File: src/rtl/rt_pkg.sv
package rt_pkg;
   typedef enum logic [1:0] {
      PH_ONTIME = 2'd0,
      PH_LATE   = 2'd1,
      PH_EARLY  = 2'd2
   } phase_e;
endpackage

File: src/rtl/rt_din_sync.sv
module rt_din_sync #(
   parameter int STAGES = 2
) (
   input  logic clk,
   input  logic rst,
   input  logic tick,
   input  logic din,
   output logic data_s,
   output logic edge_p
);
   // chain[STAGES-1] is the synchronized level, chain[STAGES] its previous value
   logic [STAGES:0] chain;

   if (STAGES < 2) begin : g_bad_stages
      $error("rt_din_sync: STAGES must be at least 2");
   end

   for (genvar g = 0; g <= STAGES; g++) begin : g_stage
      if (g == 0) begin : g_first
         always_ff @(posedge clk) begin
            if (rst)       chain[g] <= 1'b0;
            else if (tick) chain[g] <= din;
         end
      end else begin : g_next
         always_ff @(posedge clk) begin
            if (rst)       chain[g] <= 1'b0;
            else if (tick) chain[g] <= chain[g-1];
         end
      end
   end

   assign data_s = chain[STAGES-1];
   assign edge_p = chain[STAGES-1] ^ chain[STAGES];
endmodule

File: src/rtl/rt_phase_ctr.sv
module rt_phase_ctr #(
   parameter int W = 14
) (
   input  logic         clk,
   input  logic         rst,
   input  logic         tick,
   input  logic         edge_p,
   input  logic         data_s,
   input  logic [W-1:0] est,
   output logic [W-1:0] cnt,
   output logic         stb,
   output logic         bit_o
);
   logic [W-1:0] cnt_q;
   logic [W-1:0] half;
   logic [W-1:0] wrap_at;
   logic         hit_mid;

   assign half    = est >> 1;
   assign wrap_at = est - W'(1);
   assign hit_mid = !edge_p && (cnt_q == half);

   always_ff @(posedge clk) begin
      if (rst) begin
         cnt_q <= '0;
         stb   <= 1'b0;
         bit_o <= 1'b0;
      end else if (tick) begin
         if (edge_p)               cnt_q <= W'(1);
         else if (cnt_q >= wrap_at) cnt_q <= '0;
         else                      cnt_q <= cnt_q + W'(1);
         stb <= hit_mid;
         if (hit_mid) bit_o <= data_s;
      end else begin
         stb <= 1'b0;
      end
   end

   assign cnt = cnt_q;

   assert_stb_pulse_R7: assert property (@(posedge clk) disable iff (rst)
      stb |=> !stb);
   assert_bit_hold_R7: assert property (@(posedge clk) disable iff (rst)
      !stb |-> $stable(bit_o));
endmodule

File: src/rtl/rt_period_adapt.sv
module rt_period_adapt
   import rt_pkg::*;
#(
   parameter int W       = 14,
   parameter int TW      = 8,
   parameter int SPAN    = 4,
   parameter int MIN_EST = 2
) (
   input  logic          clk,
   input  logic          rst,
   input  logic          tick,
   input  logic          edge_p,
   input  logic [W-1:0]  cnt,
   input  logic [W-1:0]  nominal,
   input  logic [TW-1:0] tol,
   output logic [W-1:0]  est
);
   localparam int XW = W + $clog2(SPAN + 1) + 2;
   localparam logic [XW-1:0] MAXV  = XW'({W{1'b1}});
   localparam logic [XW-1:0] FLOOR = XW'(MIN_EST);

   logic [W-1:0]  est_q;
   logic [XW-1:0] est_x, nom_x, tol_x, span_x, hi_raw, lim_hi, lim_lo, cand, clamped;
   phase_e        ph;

   always_comb begin
      est_x  = XW'(est_q);
      nom_x  = XW'(nominal);
      tol_x  = XW'(tol);
      span_x = tol_x * XW'(SPAN);
      hi_raw = nom_x + span_x;
      lim_hi = (hi_raw > MAXV) ? MAXV : hi_raw;
      lim_lo = (nom_x >= span_x + FLOOR) ? (nom_x - span_x) : FLOOR;
      if (cnt == '0)              ph = PH_ONTIME;
      else if (cnt < (est_q >> 1)) ph = PH_LATE;
      else                        ph = PH_EARLY;
      case (ph)
         PH_LATE:  cand = est_x + tol_x;
         PH_EARLY: cand = (est_x >= tol_x) ? (est_x - tol_x) : '0;
         default:  cand = est_x;
      endcase
      if (cand > lim_hi)      clamped = lim_hi;
      else if (cand < lim_lo) clamped = lim_lo;
      else                    clamped = cand;
   end

   always_ff @(posedge clk) begin
      if (rst)                 est_q <= nominal;
      else if (tick && edge_p) est_q <= W'(clamped);
   end

   assign est = est_q;

   assert_est_hold_R3: assert property (@(posedge clk) disable iff (rst)
      !(tick && edge_p) |=> $stable(est_q));
   assert_est_bounds_R6: assert property (@(posedge clk) disable iff (rst)
      (tick && edge_p) |=> (XW'(est_q) <= $past(lim_hi)) && (XW'(est_q) >= $past(lim_lo)));
endmodule

File: src/rtl/bitclk_rate_tracker.sv
module bitclk_rate_tracker #(
   parameter int PERIOD_W    = 14,
   parameter int TOL_W       = 8,
   parameter int SYNC_STAGES = 2,
   parameter int CLAMP_STEPS = 4
) (
   input  logic                clk,
   input  logic                rst,
   input  logic                tick_en,
   input  logic                serial_in,
   input  logic [PERIOD_W-1:0] nominal_period,
   input  logic [TOL_W-1:0]    tol_step,
   output logic                sample_stb,
   output logic                data_bit,
   output logic [PERIOD_W-1:0] period_est
);
   localparam int MIN_EST = 2;

   if (TOL_W > PERIOD_W) begin : g_bad_tol
      $error("bitclk_rate_tracker: TOL_W must not exceed PERIOD_W");
   end
   if (CLAMP_STEPS < 1) begin : g_bad_span
      $error("bitclk_rate_tracker: CLAMP_STEPS must be at least 1");
   end
   if (PERIOD_W < 4) begin : g_bad_width
      $error("bitclk_rate_tracker: PERIOD_W too small");
   end

   logic                data_s;
   logic                edge_p;
   logic [PERIOD_W-1:0] cnt;
   logic [PERIOD_W-1:0] est;

   rt_din_sync #(.STAGES(SYNC_STAGES)) u_sync (
      .clk    (clk),
      .rst    (rst),
      .tick   (tick_en),
      .din    (serial_in),
      .data_s (data_s),
      .edge_p (edge_p)
   );

   rt_phase_ctr #(.W(PERIOD_W)) u_ctr (
      .clk    (clk),
      .rst    (rst),
      .tick   (tick_en),
      .edge_p (edge_p),
      .data_s (data_s),
      .est    (est),
      .cnt    (cnt),
      .stb    (sample_stb),
      .bit_o  (data_bit)
   );

   rt_period_adapt #(
      .W       (PERIOD_W),
      .TW      (TOL_W),
      .SPAN    (CLAMP_STEPS),
      .MIN_EST (MIN_EST)
   ) u_adapt (
      .clk     (clk),
      .rst     (rst),
      .tick    (tick_en),
      .edge_p  (edge_p),
      .cnt     (cnt),
      .nominal (nominal_period),
      .tol     (tol_step),
      .est     (est)
   );

   assign period_est = est;

   assert_frozen_R2: assert property (@(posedge clk) disable iff (rst)
      !tick_en |=> !sample_stb);
endmodule

File: config.mk
export PLATFORM = sky130hd
export DESIGN_NAME = bitclk_rate_tracker
export DESIGN_NICKNAME = d
export VERILOG_FILES = /design/src/rtl/rt_pkg.sv /design/src/rtl/rt_din_sync.sv /design/src/rtl/rt_phase_ctr.sv /design/src/rtl/rt_period_adapt.sv /design/src/rtl/bitclk_rate_tracker.sv
export SDC_FILE = /design/constraint.sdc
export NUM_CORES = 1
export LEC_CHECK = 0
export CAP_MARGIN = 40
export CORE_MARGIN = 2
export CORE_UTILIZATION = 45
export DETAILED_ROUTE_END_ITERATION = 8
export PLACE_DENSITY = 0.61
export RECOVER_POWER = 50
export SLEW_MARGIN = 15
export SYNTH_ARGS = -nofsm -noshare
export SYNTH_HDL_FRONTEND = slang
export SYNTH_SLANG_ARGS = --single-unit
File: constraint.sdc
create_clock -name clk -period 7.3 [get_ports clk]
set_input_delay 2.19 -clock clk [delete_from_list [all_inputs] [get_ports clk]]
set_output_delay 2.19 -clock clk [all_outputs]
set_load 0.05 [all_outputs]
Yosys cells after proc, flatten, opt, wreduce, memory -nomap -nowiden
Index checks and enable logic that the tools add are counted.

Output and inout bits: 16. Register bits: 33. Word-level logic and storage cells: 45. Input port bits: 26.

Bitwise logic cells: 2. Mux-type cells: 12. Eq/ne operators: 3. $lt $le $gt $ge: 7. Add/sub/neg operators: 7. Reduce and logical (&&, ||, !) cells: 7.

Operators with widths (number): $mux W14 (6); $mux W19 (2); $pmux W19 S2 (1); $ge A14 B19 Y1 (1); $gt A19 B14 Y1 const B (1); $gt A19 B19 Y1 (1); $lt A19 B19 Y1 (1); $add A14 B10 Y15 (1); $add A14 B8 Y15 (1); $mux W15 (1); $sub A14 B10 Y15 (1); $sub A14 B8 Y15 (1); $add A14 B1 Y14 const B (1); $eq A14 B13 Y1 (1); $ge A14 B14 Y1 (1); $ge A14 B8 Y1 (1); $logic_not A14 Y1 (1); $lt A14 B13 Y1 (1); $sub A14 B1 Y14 const B (1); $add A10 B2 Y11 const B (1); $mux W2 (2); $eq A2 B1 Y1 const B (1); $eq A2 B2 Y1 const B (1); $logic_and A1 B1 Y1 (2); 6 further kinds (6).

Depth between registers and ports, before layout
Gate-level depths: netlist of run 1.

Word-level depth: 10. Gate-level depth with buffers: 22. Depth with buffers taken out: 20.

Cells and area by module
From an unflattened synthesis of run 1, not the netlist that was laid out.

Cell total of the unflattened synthesis: 772. Area, all modules: 5936.9 um^2.

Modules (own cells, without submodules): rt_period_adapt (times used 1, sequential area each 420.4 um^2, area each 4291.6 um^2, cells each 565); rt_phase_ctr (times used 1, sequential area each 320.3 um^2, area each 1535.2 um^2, cells each 197); rt_din_sync (times used 1, sequential area each 60.1 um^2, area each 110.1 um^2, cells each 10).

Worst setup path after synthesis of run 1
Ideal clock, no wire load.

Path type: input-to-reg. From: input tol_step[0]. To: register u_adapt.est_q[1] (netlist: u_adapt.est[1]) (data pin). Library setup time: 0.258 ns. Path slack: 0.747 ns. Required time: 7.042 ns. Buffers on the path: 1. Cell stages on the path: 20. Data arrival time: 6.295 ns. Cells stage by stage: ha_1 -> inv_1 -> fa_1 -> o21ba_2 -> or4_1 -> a31oi_1 -> nand4_1 -> a221oi_1 -> a2bb2oi_1 -> inv_1 -> ha_1 -> a21o_1 -> a21oi_1 -> o21ai_0 -> a211o_1 -> and2_1 -> a31o_1 -> buf_6 -> or4_1 -> o221a_2.

Cells in the longest elaborated chain, start to end: 8. Elaborated cells between the ends (all ways): 18. Those cells by class: add/sub: 5; order compare: 5; mux: 8.

Ends and longest elaborated chain: from (decl) (line bitclk_rate_tracker.sv:12) `input logic [TOL_W-1:0] tol_step,`; $add A10 B2 Y11, or another cell as far along (line rt_period_adapt.sv:33) `lim_lo = (nom_x >= span_x + FLOOR) ? (nom_x - span_x) : FLOOR;`; $ge A14 B19 Y1 or $mux W19 (tied branches) (line rt_period_adapt.sv:33, rt_period_adapt.sv:39); $mux W19 or $pmux W19 S2 (tied branches) (line rt_period_adapt.sv:33, rt_period_adapt.sv:37); $lt A19 B19 Y1 (line rt_period_adapt.sv:43) `else if (cand < lim_lo) clamped = lim_lo;`; $mux W14 (line rt_period_adapt.sv:43); $mux W14 * (line rt_period_adapt.sv:42) `if (cand > lim_hi) clamped = lim_hi;`; $mux W14 * (line rt_period_adapt.sv:49) `else if (tick && edge_p) est_q <= W'(clamped);`; $mux W14 * (line rt_period_adapt.sv:48) `if (rst) est_q <= nominal;`; to (signal assigned) (line rt_period_adapt.sv:48); to (signal assigned) (line rt_period_adapt.sv:49); to (decl) (line rt_period_adapt.sv:22) `logic [W-1:0] est_q;`.

Every way passes the cells marked *; elsewhere a longest branch is shown, timed or not. The select of a mux whose other input is x is not followed. A chain may end at the register's enable or synchronous reset.

Worst setup path in the final report of run 1
Same ends and word-level chain as after synthesis.

==> results of run 1 <==
-- sequential cells by signal, summed over array words and instances, names as in the netlist --
signal	flops
u_adapt.est	14
u_ctr.cnt	14
u_sync.chain	2
u_ctr.bit_o	1
u_ctr.stb	1
u_sync.data_s	1
-- per-layer routing --
metal	GRT usage (%)	part of all wire (%)
met5	0	0
met4	10.8	3.6
met3	2.66	4.5
met2	52.0	49
met1	35.4	43
-- worst reg2reg max path: stages (launching register included) --
cell and delay [ns]:
edfxtp_1 0.47, inv_1 0.24, ha_1 0.29, and4b_1 0.23, nor2b_1 0.17, a2111oi_4 0.54
nand2_1 0.45, mux2_2 0.40, or4_1 0.41, a211o_1 0.36, nand2_1 0.12, ha_1 0.28
nand4_1 0.14, o31ai_1 0.10, a211o_1 0.24, and2_1 0.17, a31o_1 0.22, buf_4 0.16
or4_1 0.39, o221a_2 0.14
-- power by group --
| group | leakage, nW | internal, mW | switching (mW) |
|---|---|---|---|
| Combinational | 2.78 | 0.425 | 0.559 |
| Sequential | 0.291 | 0.224 | 0.0467 |
| Clock | 0.0823 | 0.157 | 0.0770 |
| Total | 3.16 | 0.806 | 0.683 |
-- layout make-up --
class | count | area, sq um | share of cell area [%]
Inverter | 57 | 214 | 3.05
Timing Repair Buffer | 112 | 940 | 13.4
Clock buffer | 8 | 168 | 2.39
Multi-Input combinational cell | 640 | 4670 | 66.7
Tap cell | 172 | 215 | 3.07
Sequential cell | 33 | 801 | 11.4
-- stage by stage --
stage	power (mW)	cells	TNS, ns	cell area (sq um)	hold WS, ns
6_report	1.49	1022	0	7010	0.501
2_1_floorplan	0.890	764	0	5800	0.460
5_1_grt	1.60	1022	0	7010	0.512
4_1_cts	1.48	1022	0	6990	0.503
3_5_place_dp	1.24	1014	-0.194	6820	0.490
3_3_place_gp	1.22	1014	0	6820	0.476
-- cell usage after synthesis, types with 16 or more instances --
cell type / instances / area share [%]
dfxtp_1: 19 / 6.6
a21oi_1: 45 / 3.9
a21o_1: 16 / 2.1
ha_1: 93 / 20
nand4_1: 18 / 1.9
nand2_1: 59 / 3.8
xnor2_1: 25 / 3.8
clkbuf_1: 29 / 1.9
inv_1: 57 / 3.7
nor2_1: 62 / 4.0
nor3_1: 29 / 2.5
o21ai_0: 36 / 3.1
nand3_1: 26 / 2.2
-- final timing paths --
path                                 startpoint              end  slack [ns]  depth (start not counted)
worst min register to register  u_sync.chain[0]  u_sync.chain[0]        0.50                          2
worst max register to register  u_adapt.est[12]   u_adapt.est[1]        1.54                         19
worst max-delay path                tol_step[0]   u_adapt.est[1]        0.21                         22
worst min-delay path            u_sync.chain[0]  u_sync.chain[0]        0.50                          2
-- cells by family after synthesis --
kind of cell    after synthesis
compound gates              208
xor+xnor                     31
fa+ha+maj                    97
buf+inv                      91
flops                        33
mux                          13
other cells                   1
simple gates                290
==> results.cfg, run 1 <==
[timing]
fin_crit_ns = 7.09
worst_slack_ns = 0.211
max_freq_mhz = 141
tightest_slew_ns = 1.11
maxSlewHeadroom_pct = 26.0
hold_violations = 0
finalCritPeriodShare_pct = 97.1
rsz0062_at_grt = no
setup_viol = 0
drv_slew = 0
skew_ns = 0.00600

[yosys]
synth_nets = 887
synth-main-ff-cell = dfxtp_1
yosys_warnings = 0
synth_cell_types = 82
synth-edff-count = 14
avgSynthCellArea_sq_um = 7.60
netlist_area_sq_um = 5800
synth.mux.area_fraction_pct = 2.29
synth_top_family_by_area = simple AND/OR/NAND/NOR gates
synth-xor-area-share_pct = 4.68
ys_seq_elements = 33
ys_seq_area_share_pct = 13.8
synth_cells = 764
async_flop_share_pct = 0
synth-compound-area-share_pct = 25.5
synthSimpleGateAreaFrac_pct = 26.1
synthAdderAreaFrac_pct = 21.4

[clocking]
insertion_delay_ns = 0.28
cts_root_buffer = clkbuf_16
cts_resized = 0
cts_buffers = 5
cts_tree = yes
post_cts.repair.setup_buffers = 0
cts_buffer_depth = 2
htree_levels = 2
cts_sinks = 33
clk_pin_slew_ns = 0.05
cts_hold_buf = 0

[status]
outcome = complete, no violations

[pwr]
vdd_ir_drop_max_uv = 84.1
p_per_area_nw_per_um2 = 212
power_leakage_nw = 3.16

[final_layout]
nFillCells = 1242
drive_gt1_share_pct = 12.7
n_antenna_cell = 0
nets = 972
layout_commonest_cell = ha_1
final_cell_mix = ha_1 (93), buf_4 (70), nor2_1 (62)
finish.utilization_pct = 55.6
syn_to_final_growth_pct = 20.8

[grt]
grt_max_degree = 24
grt_antenna_before_repair = 0
grtUsageTotal_pct = 28.8
grt_first_pass_wirelength_um = 31700
grt-ovfl-total = 0
first_global_vias = 6084

[floorplan]
die_h_um = 118
die-area_sq_um = 13800
initial_core_util_pct = 46.0
rows = 41
pin_count = 42
core-area_sq_um = 12600
die_w_um = 118

[setup_path]
slowest_stage = a2111oi_0
critPathBufInv = 4
critPathCaptureType = flop
worstSetupPathType = in -> reg
critPathLaunchType = input pin
cp_data_arrival_time_ns = 7.12
critPathMaxStageDelay_ns = 0.49
cp.required_ns = 7.33
path_delay_family = compound AO/OA/AOI/OAI gates
crit_fanout = 4
path_cells = clkdlybuf4s50_1, buf_4, ha_1, inv_1, fa_1, a21o_1, a21oi_1, o21bai_1, a2111oi_0, nor2_1, xnor2_1, nand2_1, ha_1, a21o_1, a21oi_1, o21ai_0, a211o_1, and2_1, a31o_1, buf_4, or4_1, o221a_2

[drt]
detail_route.wl_per_cell_um = 19.6
finalWirelength_um = 20000
postRouteAntennaNets = 0
dr.pass1.iters = 5
remaining_drc_errors = 0
drt_iter0_drc = 391
num_vias = 6258
vias_per_cell = 6.12

[flow_run]
max-cap-violations = 0

[placed_design]
gp_congestion = 0.907
place_ws_ns = -0.0878
hpwl_um = 16900
port_buffers = 41

[worst_hold_path]
hold_class = reg -> reg
(Power assumes the default switching activity.)
==> inputs of run 2 (changes only) <==
--- a/config.mk
+++ b/config.mk
@@ -5,11 +5,12 @@
 export SDC_FILE = /design/constraint.sdc
 export NUM_CORES = 1
 export LEC_CHECK = 0
+export ABC_AREA = 0
 export CAP_MARGIN = 40
 export CORE_MARGIN = 2
 export CORE_UTILIZATION = 45
 export DETAILED_ROUTE_END_ITERATION = 8
-export PLACE_DENSITY = 0.61
+export PLACE_DENSITY_LB_ADDON = 0.3
 export RECOVER_POWER = 50
 export SLEW_MARGIN = 15
 export SYNTH_ARGS = -nofsm -noshare
==> constraint.sdc (replaced) <==
create_clock -name clk -period 7 [get_ports clk]
set_input_delay 2.1 -clock clk [delete_from_list [all_inputs] [get_ports clk]]
set_output_delay 2.1 -clock clk [all_outputs]
set_load 0.05 [all_outputs]
==> run 2 against run 1 <==
  * Sequential share of layout area decreased by 0.23 points
  * Clock power increased by 3%
  * Power is 6.1% higher
  * Final cell count grew 1.3%
  * Die area unchanged
  * Combinational power is 7% higher
  * Final area up 2.0%
  * Sequential power increased by 5%
  * Worst hold slack gained 0.0011 ns
  * Non-clock buffer count increased by 13
  * Largest cell class unchanged
  * Largest power group unchanged
  * Highest routed layer unchanged
==> results.cfg, run 2 (same netlist as run 1, synthesis figures left out) <==
[timing]
hold_violations = 0
maxSlewHeadroom_pct = 46.9
setup_viol = 0
max_freq_mhz = 147
skew_ns = 0.00308
tightest_slew_ns = 0.790
worst_slack_ns = 0.213
fin_crit_ns = 6.79
drv_slew = 0
finalCritPeriodShare_pct = 97.0

[drt]
finalWirelength_um = 20500
num_vias = 6294
remaining_drc_errors = 0
vias_per_cell = 6.08
dr.pass1.iters = 6
postRouteAntennaNets = 0
drt_iter0_drc = 509
detail_route.wl_per_cell_um = 19.8

[status]
outcome = complete, no violations

[placed_design]
post_dp_cell_area_sq_um = 6920
place_ws_ns = -0.274
port_buffers = 41
dp.cells = 1025
gp_congestion = 0.965
hpwl_um = 17000

[final_layout]
fin_area_sq_um = 7150
syn_to_final_growth_pct = 23.3
multiInputGateArea_sq_um = 4700
nFillCells = 1212
final_cell_mix = ha_1 (93), buf_4 (81), nor2_1 (62)
seqCellArea_sq_um = 801
instances_no_fill = 1035
nets = 985
n_antenna_cell = 0
drive_gt1_share_pct = 14.5
layout_commonest_cell = ha_1

[grt]
grt_antenna_before_repair = 0
grt-ovfl-total = 0
grt_first_pass_wirelength_um = 32400
grt_max_degree = 24
grtUsageTotal_pct = 29.1
first_global_vias = 6242

[floorplan]
rows = 41
die_w_um = 118
die_h_um = 118
core-area_sq_um = 12600
pin_count = 42
die-area_sq_um = 13800
initial_core_util_pct = 46.0

[setup_path]
critPathCaptureType = flop
worst_path_most_repeated_cell = a21oi_1
slowest_stage = clkdlybuf4s50_1
worstSetupPathType = in -> reg
path_cells = clkdlybuf4s50_1, buf_4, ha_1, fa_1, nand2b_1, a21oi_1, o21ai_0, a21oi_1, or2_2, a221oi_2, a2bb2oi_2, inv_1, ha_1, a21o_1, a21oi_1, o21ai_1, a211o_1, and2_1, a31o_1, or4_1, o221a_2
r2r_cells = 18
path_delay_family = compound AO/OA/AOI/OAI gates
crit_fanout = 5
r2r_start = u_adapt.est[12]
cp.required_ns = 7.03
critPathBufInv = 3
critPathLaunchType = input pin
critPathMaxStageDelay_ns = 0.50
cp_data_arrival_time_ns = 6.81
reg2reg_to = u_adapt.est[1]
r2r_slack_ns = 1.18

[pwr]
pwr-share-clk_pct = 15.4
vdd_ir_drop_max_uv = 137
p_per_area_nw_per_um2 = 221
power_frac_seq_pct = 18.0
power.switching_mw = 0.724
swShare_pct = 45.8
intPower_mw = 0.855
power_leakage_nw = 3.24
pwr-share-comb_pct = 66.7

[worst_hold_path]
hold_class = reg -> reg
min_from = u_ctr.bit_o
hold_depth = 2
worstHoldEndpoint = u_ctr.bit_o

[clocking]
cts_hold_buf = 0
cts_sinks = 33
cts_buffers = 5
cts_root_buffer = clkbuf_16
cts_buffer_depth = 2
cts_tree = yes
insertion_delay_ns = 0.27
clk_pin_slew_ns = 0.05
htree_levels = 2

[flow_run]
max-cap-violations = 0
## run 2: cell types whose count changed in the layout (fill, tap and decap cells not counted), sizes merged
cell and change:
clkdlybuf4s50 +1, dlygate4sd3 -1, clkbuf -1, buf +14
## run 2: worst reg2reg max path, cell delays in order (launching register included)
cell	delay (ns)
edfxtp_1	0.50
inv_1	0.25
ha_1	0.29
and4b_1	0.23
nor2b_1	0.17
a2111oi_4	0.58
nand2_1	0.48
mux2_2	0.42
or4_1	0.41
a211o_1	0.34
nand2_1	0.12
ha_1	0.28
nand4_1	0.14
o31ai_1	0.09
a211o_1	0.29
and2_1	0.18
a31o_1	0.24
or4_1	0.42
o221a_2	0.14
## run 2: layout make-up
cell class / count / area share [%]
Multi-Input combinational cell: 640 / 65.7
Timing Repair Buffer: 125 / 14.8
Sequential cell: 33 / 11.2
Tap cell: 172 / 3.01
Inverter: 57 / 2.99
Clock buffer: 8 / 2.34
## run 2: worst max-delay path by stage
stage	start	to	slack (ns)	cells after the start
after CTS	tol_step[0]	u_adapt.est[3]	0.03	23
after floorplan	tol_step[0]	u_adapt.est[1]	0.54	20
after global routing	tol_step[1]	u_adapt.est[1]	-0.03	22
final	tol_step[0]	u_adapt.est[1]	0.21	21
after global placement	tol_step[1]	u_adapt.est[1]	-0.15	21
after detailed placement	tol_step[0]	u_adapt.est[3]	-0.27	23
## run 2: routing by layer
metal | global-route usage (%) | wire length (um) | up-vias
met5 | 0 | 0 | -
met3 | 3.97 | 955 | 72
met1 | 35.3 | 8760 | 2962
met4 | 11.1 | 924 | 0
li1 | - | - | 3023
met2 | 52.1 | 9840 | 237
## run 2: power groups by stage
stage	sequential (mW)	combinational, mW	clock [mW]
finish	0.284	1.05	0.242
global route	0.288	1.15	0.253
CTS	0.283	1.03	0.246
detailed placement	0.287	1.02	0
global placement	0.286	1.00	0
floorplan	0.330	0.598	0
## run 2: what timing repair did
action,4_1_cts,5_1_grt
buffers inserted,0,1
pin swaps,0,5
resized for setup,1,11
setup endpoints to repair,5,14
## run 2: through the flow
step | util (%) | hold slack (ns) | setup TNS [ns] | power (mW)
after floorplan | - | 0.460 | 0 | 0.929
after global placement | 54.8 | 0.475 | -1.05 | 1.29
after detailed placement | 54.8 | 0.493 | -3.05 | 1.31
after CTS | 56.2 | 0.508 | 0 | 1.56
after global routing | 56.7 | 0.543 | -0.0292 | 1.69
final | 56.7 | 0.502 | 0 | 1.58
==> inputs of run 3 (changes only) <==
--- a/config.mk
+++ b/config.mk
@@ -5,10 +5,11 @@
 export SDC_FILE = /design/constraint.sdc
 export NUM_CORES = 1
 export LEC_CHECK = 0
-export ABC_AREA = 0
+export ABC_AREA = 1
 export CAP_MARGIN = 40
 export CORE_MARGIN = 2
 export CORE_UTILIZATION = 45
+export CTS_CLUSTER_SIZE = 24
 export DETAILED_ROUTE_END_ITERATION = 8
 export PLACE_DENSITY_LB_ADDON = 0.3
 export RECOVER_POWER = 50
==> run 3 against run 2 <==
  * Power is 12% lower
  * Clock power increased by 9.1%
  * Clock-buffer cell count decreased by 2
  * Setup slack improved by 0.19 ns
  * Non-clock buffer count fell by 74
  * Sequential share of layout area increased by 0.76 points
  * Routed wire length is 15% lower
  * Sequential power shrank 4%
  * The run now ends with capacitance limit, slew limit left
  * Global-route usage shrank 4.5 points
  * Critical path type unchanged
  * Synthesized cell count is 22% higher
  * Die area grew 3.3%
  * Critical endpoint is now u_adapt.est[5]
  * Final cell count up 10%
==> results.cfg, run 3 <==
[setup_path]
path_delay_family = simple AND/OR/NAND/NOR gates
critPathCaptureType = flop
worstSetupPathType = in -> reg
path_cells = clkdlybuf4s50_1, ha_1, inv_1, fa_1, nand3b_1, nand2_1, a21oi_1, inv_1, nand2_1, nand2_1, nand2_1, nor3_2, buf_4, a21oi_1, ha_1, nand2_1, nor4_1, nand4_1, o21ai_0, nand2_2, inv_2, nor2_1, nor2_1, a21oi_2
cp_data_arrival_time_ns = 6.62
critPathLaunchType = input pin
critPathBufInv = 5
slowest_stage = clkdlybuf4s50_1
cp.required_ns = 7.03
critPathMaxStageDelay_ns = 0.65
r2r_slack_ns = 2.04
worst_path_most_repeated_cell = nand2_1
crit_fanout = 20

[floorplan]
die_w_um = 119
die_h_um = 119
initial_core_util_pct = 45.7
pin_count = 42
die-area_sq_um = 14300
core-area_sq_um = 13100
rows = 42

[clocking]
cts_hold_buf = 0
clk_pin_slew_ns = 0.06
htree_levels = 2
cts_root_buffer = clkbuf_16
cts_buffer_depth = 2
post_cts.repair.setup_buffers = 0
insertion_delay_ns = 0.28
cts_sinks = 33
cts_tree = yes
cts_resized = 0
cts_buffers = 5

[grt]
grt_first_pass_wirelength_um = 28400
grt_use_met1_pct = 34.0
grt_antenna_before_repair = 0
use_met3_pct = 2.44
use_met2_pct = 41.0
grt_max_degree = 33
grtUsageTotal_pct = 24.7
first_global_vias = 5709
grt-ovfl-total = 0
top_usage_layer = met2

[placed_design]
post_dp_cell_area_sq_um = 6520
gp_congestion = 0.984
hpwl_um = 14300
port_buffers = 41

[yosys]
synth_top_area_share_pct = 19.4
ys_seq_elements = 33
avgSynthCellArea_sq_um = 6.42
synth.mux.area_fraction_pct = 0
synth-edff-count = 14
synth_cells = 935
synthSimpleGateAreaFrac_pct = 33.1
synth-xor-area-share_pct = 5.55
netlist_area_sq_um = 6000
async_flop_share_pct = 0
yosys-top-cells-count = nand2_1 (194), inv_1 (118), nor2_1 (112), ha_1 (93), a21oi_1 (84)
yosysMostFrequentCell = nand2_1
synth_nets = 1058
ys_seq_area_share_pct = 13.3
ys_top_cells_by_area = ha_1 (19%), nand2_1 (12%), inv_1 (7.4%), a21oi_1 (7.0%), edfxtp_1 (7.0%)
synth-main-ff-cell = dfxtp_1
synth-compound-area-share_pct = 15.9
synthAdderAreaFrac_pct = 20.7
synth_cell_types = 46
synth_top_family_by_area = simple AND/OR/NAND/NOR gates
synth_top_area_cell = ha_1
yosys_warnings = 0

[pwr]
power_frac_seq_pct = 19.5
pwr-share-clk_pct = 19.0
swShare_pct = 49.0
intPower_mw = 0.709
power.switching_mw = 0.681
power_leakage_nw = 3.36
p_per_area_nw_per_um2 = 207
pwr-share-comb_pct = 61.5
vdd_ir_drop_max_uv = 109
power_mw = 1.39

[timing]
setup_viol = 0
skew_ns = 0.00210
drv_slew = 33
finalCritPeriodShare_pct = 94.2
tightest_slew_ns = 1.55
rsz0062_at_grt = no
setup_tns_ns = 0
hold_violations = 0
maxSlewHeadroom_pct = -3.21
max_freq_mhz = 152
fin_crit_ns = 6.59

[final_layout]
fin_area_sq_um = 6700
drive_gt1_share_pct = 8.90
nets = 1088
final_cell_mix = nand2_1 (194), inv_1 (118), nor2_1 (112)
multiInputGateArea_sq_um = 4520
seqCellArea_sq_um = 801
syn_to_final_growth_pct = 11.7
n_antenna_cell = 0
finish.utilization_pct = 51.0
nFillCells = 1390
layout_commonest_cell = nand2_1

[drt]
postRouteAntennaNets = 0
drt_iter0_drc = 486
detail_route.wl_per_cell_um = 15.3
num_vias = 6054
vias_per_cell = 5.30
remaining_drc_errors = 0
finalWirelength_um = 17400
dr.pass1.iters = 5

[status]
violations = capacitance limit, slew limit
outcome = finished with violations

[worst_hold_path]
hold_class = reg -> reg

[flow_run]
max-cap-violations = 1
-- run 3: final timing paths --
| check | start | to | depth (start not counted) |
|---|---|---|---|
| max | nominal_period[2] | u_adapt.est[5] | 24 |
| min | u_sync.chain[0] | u_sync.chain[0] | 2 |
| max reg2reg | u_adapt.est[8] | u_adapt.est[5] | 25 |
| min reg2reg | u_sync.chain[0] | u_sync.chain[0] | 2 |
-- run 3: cell families after synthesis --
logic type                 count (synthesis)
and+or+nand+nor                          443
adders and majority gates                 97
xor gates and xnor gates                  38
AOI/OAI and AO/OA                        164
buffers and inverters                    159
DFF                                       33
other                                      1
-- run 3: layout make-up --
cell class / count / share of cell area (%)
tap: 176 / 3.29
sequential: 33 / 12.0
clock inverter: 2 / 0.560
timing repair buffer: 51 / 7.19
clock buffer: 6 / 2.07
multi-input combinational: 743 / 67.5
inverter: 131 / 7.41
-- run 3: worst min-delay path, stage by stage (launching register included) --
cell and delay [ns]:
dfxtp_1 0.31, o21ai_0 0.07, nor2_1 0.08
-- run 3: per-stage QoR --
stage / setup WS [ns] / instances / hold slack [ns]
floorplan: 1.44 / 935 / 0.457
global placement: 0.233 / 1133 / 0.485
detailed placement: 0.175 / 1133 / 0.495
CTS: 0.445 / 1141 / 0.510
global route: 0.0282 / 1142 / 0.544
finish: 0.407 / 1142 / 0.497
-- run 3: per-layer routing --
| layer | wire [um] | share of wire, % |
|---|---|---|
| met1 | 8160 | 47 |
| met2 | 8010 | 46 |
| met3 | 845 | 4.8 |
| met4 | 420 | 2.4 |
| met5 | 0 | 0 |
-- run 3: power groups by stage --
stage | combinational (mW) | sequential [mW] | clock [mW]
final | 0.854 | 0.272 | 0.264
after global routing | 0.958 | 0.273 | 0.271
after CTS | 0.847 | 0.271 | 0.267
after detailed placement | 0.843 | 0.275 | 0
after global placement | 0.843 | 0.276 | 0
after floorplan | 0.604 | 0.305 | 0
